[config.mk]
export PLATFORM = sky130hd
export DESIGN_NAME = sinc_decim_filter
export DESIGN_NICKNAME = d
export VERILOG_FILES = /design/src/rtl/sinc_pkg.sv /design/src/rtl/sinc_rate_ctrl.sv /design/src/rtl/sinc_integ_chain.sv /design/src/rtl/sinc_comb_chain.sv /design/src/rtl/sinc_out_stage.sv /design/src/rtl/sinc_decim_filter.sv
export SDC_FILE = /design/constraint.sdc
export NUM_CORES = 2
export LEC_CHECK = 0
export ABC_CLOCK_PERIOD_IN_PS = 25700
export BUFFER_PORTS_ARGS = -buffer_cell sky130_fd_sc_hd__buf_4
export CORE_MARGIN = 2
export CORE_UTILIZATION = 45
export CTS_BUF_LIST = sky130_fd_sc_hd__clkbuf_8
export CTS_CLUSTER_DIAMETER = 60
export DETAILED_ROUTE_END_ITERATION = 16
export GPL_ROUTABILITY_DRIVEN = 0
export PLACE_DENSITY = 0.6
export SLEW_MARGIN = 20
export SYNTH_ARGS = -nofsm -noshare
export SYNTH_HDL_FRONTEND = slang
export SYNTH_HIERARCHICAL = 1
export SYNTH_SLANG_ARGS = --single-unit
export TNS_END_PERCENT = 50
[constraint.sdc]
create_clock -name clk -period 25.7 [get_ports clk]
set_input_delay 2.57 -clock clk [delete_from_list [all_inputs] [get_ports clk]]
set_output_delay 2.57 -clock clk [all_outputs]
set_load 0.01 [all_outputs]
[src/rtl/sinc_pkg.sv]
package sinc_pkg;
  parameter int OSR_LOG2  = 6;
  parameter int RATE_W    = 10;
  parameter int ORDER_MAX = 4;
  parameter int ORDER_MIN = 3;
  parameter int RES_W     = 24;
  parameter int HEADROOM  = 2;

  localparam int RATIO_W = OSR_LOG2 + RATE_W;
  localparam int ACC_W   = ORDER_MAX * RATIO_W + 1;
  localparam int CONV_W  = $clog2(ORDER_MAX + 1);
  localparam int KEEP_W  = RES_W - HEADROOM;

  typedef struct packed {
    logic              order_hi;
    logic              zero_lat;
    logic [RATE_W-1:0] rate;
  } sinc_cfg_t;

  function automatic logic [RATE_W-1:0] legal_rate(input logic [RATE_W-1:0] w);
    return (w == '0) ? RATE_W'(1) : w;
  endfunction

  function automatic int order_of(input logic order_hi);
    return order_hi ? ORDER_MAX : ORDER_MIN;
  endfunction

  function automatic int rate_log2_ceil(input logic [RATE_W-1:0] fs);
    int l;
    l = 0;
    for (int i = 0; i < RATE_W; i++) begin
      if ((32'd1 << l) < 32'(fs)) l = l + 1;
    end
    return l;
  endfunction

  function automatic int out_shift(input sinc_cfg_t c);
    int bits;
    bits = order_of(c.order_hi) * (OSR_LOG2 + rate_log2_ceil(c.rate));
    return (bits > KEEP_W) ? bits - KEEP_W : 0;
  endfunction
endpackage

[src/rtl/sinc_rate_ctrl.sv]
module sinc_rate_ctrl
  import sinc_pkg::*;
(
  input  logic              clk,
  input  logic              rst_n,
  input  logic              mod_valid,
  input  logic              restart,
  input  logic [RATE_W-1:0] rate_word,
  input  logic              order_sel,
  input  logic              zl_en,
  output sinc_cfg_t         cfg,
  output logic              take,
  output logic              dec_tick,
  output logic              emit_now,
  output logic              conv_clear
);
  logic [RATIO_W-1:0] samp_cnt;
  logic [RATIO_W-1:0] ratio;
  logic [CONV_W-1:0]  conv_cnt;
  logic [CONV_W-1:0]  conv_last;
  logic               period_end;

  assign ratio      = {cfg.rate, {OSR_LOG2{1'b0}}};
  assign take       = mod_valid & ~restart;
  assign period_end = (samp_cnt == ratio - RATIO_W'(1));
  assign conv_last  = CONV_W'(order_of(cfg.order_hi) - 1);
  assign dec_tick   = take & period_end;
  assign emit_now   = dec_tick & (conv_cnt == conv_last);
  assign conv_clear = emit_now & cfg.zero_lat;

  always_ff @(posedge clk) begin
    if (!rst_n) begin
      cfg      <= '{order_hi: 1'b1, zero_lat: 1'b0, rate: RATE_W'(1)};
      samp_cnt <= '0;
      conv_cnt <= '0;
    end else if (restart) begin
      cfg      <= '{order_hi: order_sel, zero_lat: zl_en, rate: legal_rate(rate_word)};
      samp_cnt <= '0;
      conv_cnt <= '0;
    end else if (take) begin
      samp_cnt <= period_end ? '0 : samp_cnt + RATIO_W'(1);
      if (dec_tick) begin
        if (conv_clear)
          conv_cnt <= '0;
        else if (conv_cnt != conv_last)
          conv_cnt <= conv_cnt + CONV_W'(1);
      end
    end
  end

  AST_RATE_LEGAL: assert property (@(posedge clk) disable iff (!rst_n) cfg.rate != '0);
  AST_CFG_HOLD: assert property (@(posedge clk) disable iff (!rst_n) !restart |=> $stable(cfg));
  AST_PERIOD_BOUND: assert property (@(posedge clk) disable iff (!rst_n) samp_cnt < ratio);
  AST_CONV_BOUND: assert property (@(posedge clk) disable iff (!rst_n) conv_cnt <= conv_last);
  AST_ZL_REARM: assert property (@(posedge clk) disable iff (!rst_n) conv_clear |=> (conv_cnt == '0 && samp_cnt == '0));
endmodule

[src/rtl/sinc_integ_chain.sv]
module sinc_integ_chain
  import sinc_pkg::*;
(
  input  logic                              clk,
  input  logic                              rst_n,
  input  logic                              take,
  input  logic                              flush,
  input  logic                              mod_bit,
  output logic [ORDER_MAX-1:0][ACC_W-1:0]   sum_nxt
);
  logic [ORDER_MAX-1:0][ACC_W-1:0] acc;
  logic [ACC_W-1:0]                step_val;

  assign step_val = mod_bit ? ACC_W'(1) : {ACC_W{1'b1}};

  for (genvar g = 0; g < ORDER_MAX; g++) begin : g_stage
    if (g == 0) begin : g_first
      assign sum_nxt[g] = acc[g] + step_val;
    end else begin : g_rest
      assign sum_nxt[g] = acc[g] + sum_nxt[g-1];
    end
  end

  always_ff @(posedge clk) begin
    if (!rst_n || flush)
      acc <= '0;
    else if (take)
      acc <= sum_nxt;
  end

  AST_BIT_MAP: assert property (@(posedge clk) disable iff (!rst_n) (take && !flush) |=> ((acc[0] - $past(acc[0])) == ($past(mod_bit) ? ACC_W'(1) : {ACC_W{1'b1}})));
endmodule

[src/rtl/sinc_comb_chain.sv]
module sinc_comb_chain
  import sinc_pkg::*;
(
  input  logic                              clk,
  input  logic                              rst_n,
  input  logic                              dec_tick,
  input  logic                              flush,
  input  logic                              order_hi,
  input  logic [ORDER_MAX-1:0][ACC_W-1:0]   integ_nxt,
  output logic signed [ACC_W-1:0]           comb_out
);
  logic [ORDER_MAX:0][ACC_W-1:0]   stage_in;
  logic [ORDER_MAX-1:0][ACC_W-1:0] dly;

  assign stage_in[0] = order_hi ? integ_nxt[ORDER_MAX-1] : integ_nxt[ORDER_MIN-1];

  for (genvar g = 0; g < ORDER_MAX; g++) begin : g_diff
    assign stage_in[g+1] = stage_in[g] - dly[g];
  end

  assign comb_out = $signed(order_hi ? stage_in[ORDER_MAX] : stage_in[ORDER_MIN]);

  always_ff @(posedge clk) begin
    if (!rst_n || flush) begin
      dly <= '0;
    end else if (dec_tick) begin
      for (int i = 0; i < ORDER_MAX; i++) dly[i] <= stage_in[i];
    end
  end
endmodule

[src/rtl/sinc_out_stage.sv]
module sinc_out_stage
  import sinc_pkg::*;
(
  input  logic                     clk,
  input  logic                     rst_n,
  input  logic                     emit_now,
  input  sinc_cfg_t                cfg,
  input  logic signed [ACC_W-1:0]  comb_out,
  output logic signed [RES_W-1:0]  result,
  output logic                     result_valid
);
  logic signed [ACC_W-1:0] scaled;

  assign scaled = comb_out >>> out_shift(cfg);

  always_ff @(posedge clk) begin
    if (!rst_n) begin
      result       <= '0;
      result_valid <= 1'b0;
    end else begin
      result_valid <= emit_now;
      if (emit_now) result <= scaled[RES_W-1:0];
    end
  end

  AST_FITS_WORD: assert property (@(posedge clk) disable iff (!rst_n) emit_now |-> ((&scaled[ACC_W-1:RES_W-1]) || !(|scaled[ACC_W-1:RES_W-1])));
  AST_DRDY_PULSE: assert property (@(posedge clk) disable iff (!rst_n) result_valid |=> !result_valid);
  AST_RESULT_HOLD: assert property (@(posedge clk) disable iff (!rst_n) !result_valid |-> $stable(result));
endmodule

[src/rtl/sinc_decim_filter.sv]
module sinc_decim_filter
  import sinc_pkg::*;
(
  input  logic                     clk,
  input  logic                     rst_n,
  input  logic                     mod_bit,
  input  logic                     mod_valid,
  input  logic [RATE_W-1:0]        rate_word,
  input  logic                     order_sel,
  input  logic                     zl_en,
  input  logic                     restart,
  output logic signed [RES_W-1:0]  result,
  output logic                     result_valid
);
  sinc_cfg_t                       cfg;
  logic                            take;
  logic                            dec_tick;
  logic                            emit_now;
  logic                            conv_clear;
  logic                            flush;
  logic [ORDER_MAX-1:0][ACC_W-1:0] integ_nxt;
  logic signed [ACC_W-1:0]         comb_out;

  assign flush = restart | conv_clear;

  sinc_rate_ctrl u_ctrl (
    .clk(clk), .rst_n(rst_n), .mod_valid(mod_valid), .restart(restart),
    .rate_word(rate_word), .order_sel(order_sel), .zl_en(zl_en),
    .cfg(cfg), .take(take), .dec_tick(dec_tick), .emit_now(emit_now),
    .conv_clear(conv_clear)
  );

  sinc_integ_chain u_integ (
    .clk(clk), .rst_n(rst_n), .take(take), .flush(flush),
    .mod_bit(mod_bit), .sum_nxt(integ_nxt)
  );

  sinc_comb_chain u_comb (
    .clk(clk), .rst_n(rst_n), .dec_tick(dec_tick), .flush(flush),
    .order_hi(cfg.order_hi), .integ_nxt(integ_nxt), .comb_out(comb_out)
  );

  sinc_out_stage u_out (
    .clk(clk), .rst_n(rst_n), .emit_now(emit_now), .cfg(cfg),
    .comb_out(comb_out), .result(result), .result_valid(result_valid)
  );

  AST_RESTART_QUIET: assert property (@(posedge clk) disable iff (!rst_n) restart |=> !result_valid);
endmodule

==> flow_summary_export.csv <==
group,metric,value,unit
clock_network,cts.path.max_buffers,3,
final_layout,multi_input_area,0.0471,mm2
yosys,ys_ff_latch,576,
final_layout,layout_commonest_cell,"nor2_1",
flow_run,timing.max_cap.violations,0,
min_path,hold_depth,2,
global_route,antenna_found_initial,2,
min_path,holdCritPathClass,"flop to flop",
clock_network,htree_levels,3,
yosys,postSynth.asyncResetShare,0,%
timing,period_share,95.9,%
floorplanning,fp.dieH,374,um
clock_network,cts_sinks,576,
timing,fin_worst_skew,0.0638,ns
worst_setup_path,end_kind,"flop",
drt,wirelength,178000,um
drt,drtAntennaViolNets,0,
worst_setup_path,crit_type,"flop to flop",
final_layout,final_cell_mix,"nor2_1, ha_1, a21oi_1",
drt,firstDrtPassIters,7,
yosys,synth_seq_area_share,18.7,%
final_layout,area_growth,8.44,%
min_path,holdCritStartpoint,"u_out/result[21]$_SDFFE_PN0P_",
worst_setup_path,crit_path_max_fanout,18,
drt,routed-via-count,58500,
global_route,grt_usage,24.3,%
worst_setup_path,cp.required,26.42,ns
timing,setup-tns-final,0,ns
yosys,synth_xor_xnor_area_share,7.82,%
floorplanning,die_w,374,um
worst_setup_path,r2r-end,"u_out/result[6]$_SDFFE_PN0P_",
worst_setup_path,regToRegSetupSlack,1.05,ns
clock_network,cts_buffers,117,
yosys,synthFlopType,"dfxtp_1",
yosys,synth-edff-count,0,
final_layout,drive_gt1_share,9.54,%
yosys,synth_top_family_by_area,"compound AO/OA/AOI/OAI gates",
global_route,grt_overflow,0,
clock_network,holdBufCountCts,0,
timing,worst_pin_slew,1.26,ns
worst_setup_path,cpMostUsedCell,"ha_1",
yosys,yosysWarnings,6,
timing,finalSetupViolCount,0,
final_layout,n_fill_cell,13600,
final_layout,final_util,49.2,%
worst_setup_path,cpPeakStageDelay,0.54,ns
global_route,grt_first_pass_wirelength,288000,um
yosys,avgSynthCellArea,7.69,um2
clock_network,path_clk_slew,0.06,ns
timing,fin_crit,24.65,ns
status,status,"complete, no violations",
placement,hpwl,134000,um
drt,drc_errors,0,
drt,drtIter0Drc,4864,
worst_setup_path,cp.arrival,25.36,ns
clock_network,root_buffer,"clkbuf_8",
final_layout,regArea,0.0115,mm2
yosys,muxShareOfSynthArea,9.29,%
global_route,grt_pass1_vias,55400,
clock_network,worst_skew_pair.late_latency,0.88,ns
floorplanning,ioPinCount,42,
min_path,whs_endpoint,"u_out/result[21]$_SDFFE_PN0P_",
global_route,grt_max_degree,78,
clock_network,tritoncts,"done",
drt,wl_per_cell,18.1,um
drt,via_per_inst,5.97,
floorplanning,start_util,45.4,%
yosys,yosys.area_share.simple,18.6,%
timing,fmax,40.6,MHz
worst_setup_path,crit_slowest_cell,"or4_4",
worst_setup_path,setup.worst_path.start_class,"flop",
floorplanning,core_area,0.136,mm2
yosys,yosysUniqueCellTypes,162,
yosys,synthAdderAreaFrac,13.2,%
timing,hold_viol,0,
timing,whs,0.449,ns
yosys,synth_compound_area_share,26.4,%
final_layout,nets,8574,
worst_setup_path,regToRegStartpoint,"u_ctrl/cfg[8]$_SDFFE_PN0P_",
timing,slew_headroom,15.1,%
timing,drv_slew,0,
floorplanning,rows,135,
floorplanning,die-area,0.140,mm2
yosys,syn_area,0.0617,mm2
worst_setup_path,rr_worst_depth,128,
yosys,synthCells,8025,
placement,place.port_buffers,41,
==> synthesized netlist by cell type, types with 69 or more instances <==
| master | instances | area share (%) |
|---|---|---|
| a31oi_1 | 84 | 0.85 |
| clkbuf_1 | 322 | 2.0 |
| nand3_1 | 168 | 1.4 |
| a21oi_1 | 635 | 5.2 |
| inv_1 | 459 | 2.8 |
| a21o_1 | 341 | 4.2 |
| nand4_1 | 150 | 1.5 |
| o211ai_1 | 69 | 0.84 |
| xnor2_1 | 341 | 4.8 |
| o21a_1 | 75 | 0.91 |
| nor2b_1 | 75 | 0.76 |
| xor2_1 | 189 | 2.7 |
| and3_1 | 72 | 0.73 |
| dfxtp_1 | 576 | 19 |
| o21bai_1 | 98 | 1.2 |
| nand2_1 | 535 | 3.3 |
| nor3_1 | 174 | 1.4 |
| a211oi_1 | 159 | 1.9 |
| o21ai_0 | 360 | 2.9 |
| mux2_2 | 110 | 2.0 |
| nand2b_1 | 81 | 0.82 |
| mux2i_1 | 431 | 7.0 |
| nor2_1 | 892 | 5.4 |
| ha_1 | 628 | 13 |
==> registers in the layout, indices dropped and copies added (netlist names) <==
name,count
u_comb/dly,260
u_integ/acc,260
u_out/result,24
u_ctrl/samp_cnt,16
u_ctrl/cfg,12
u_ctrl/conv_cnt,3
u_out/result_valid,1
==> per-layer routing <==
layer	routed length (um)	vias to the layer above	global-route usage (%)
met3	9940	360	3.26
met2	80500	1688	40.5
met1	82500	27400	32.7
met4	4630	0	6.65
li1	-	29100	-
met5	0	-	0
==> through the flow <==
stage,setup slack (ns),instance area [um2],std cells
after global routing,-0.480,66900,9799
after detailed placement,-1.00,63200,9543
after floorplan,0.376,61700,8040
final,1.05,66900,9799
after CTS,0.00779,66200,9765
after global placement,-0.362,63200,9543
==> timing repair <==
action / CTS / global route
gates cloned: 1 / 4
pin swaps: 1 / 40
endpoints found under the setup margin: 24 / 24
buffers inserted: 1 / 28
gates resized for setup: 28 / 106
==> layout make-up <==
class                   instances  share of cell area, %
diodes                          2                0.00748
clock buffers                 153                   3.15
clock inverters                67                  0.997
inverters                     465                   2.63
multi-input cells            6577                   70.5
flip-flops and latches        576                   17.2
well taps                    1781                   3.33
repair buffers                178                   2.16
==> worst max-delay path by stage <==
stage / end / depth (start not counted) / slack, ns / from
2_1_floorplan: u_out/result[1]$_SDFFE_PN0P_ / 130 / 0.38 / u_ctrl/cfg[4]$_SDFFE_PN0P_
3_3_place_gp: u_out/result[12]$_SDFFE_PN0P_ / 125 / -0.36 / u_ctrl/cfg[4]$_SDFFE_PN0P_
3_5_place_dp: u_out/result[12]$_SDFFE_PN0P_ / 125 / -1.00 / u_ctrl/cfg[4]$_SDFFE_PN0P_
4_1_cts: u_out/result[23]$_SDFFE_PN0P_ / 127 / 0.008 / u_ctrl/cfg[4]$_SDFFE_PN0P_
5_1_grt: u_out/result[19]$_SDFFE_PN0P_ / 126 / -0.48 / u_ctrl/cfg[8]$_SDFFE_PN0P_
6_report: u_out/result[6]$_SDFFE_PN0P_ / 128 / 1.05 / u_ctrl/cfg[8]$_SDFFE_PN0P_
==> kinds of logic (layout without fill, tap and decap cells) <==
kind of cell / Yosys count / count (layout)
other: 2 / 19
adder cells (fa/ha/maj): 643 / 643
multiplexers: 550 / 551
flip-flops: 576 / 576
AND/OR/NAND/NOR: 2418 / 2418
XOR/XNOR: 539 / 539
buffers and inverters: 890 / 863
AO/OA/AOI/OAI: 2407 / 2409
==> worst max-delay path: cells and delay by family, from the launching register on <==
kind | cells | cell delay [ns]
AOI/OAI and AO/OA | 51 | 8.96
xor gates and xnor gates | 4 | 0.65
adders and majority gates | 20 | 5.40
buffers and inverters | 8 | 1.22
DFF | 1 | 0.31
muxes | 4 | 1.34
and+or+nand+nor | 41 | 6.63
Power is left out: the tool's default activity adds up to more than one toggle a clock period on the data nets, which glitch-free logic cannot reach.
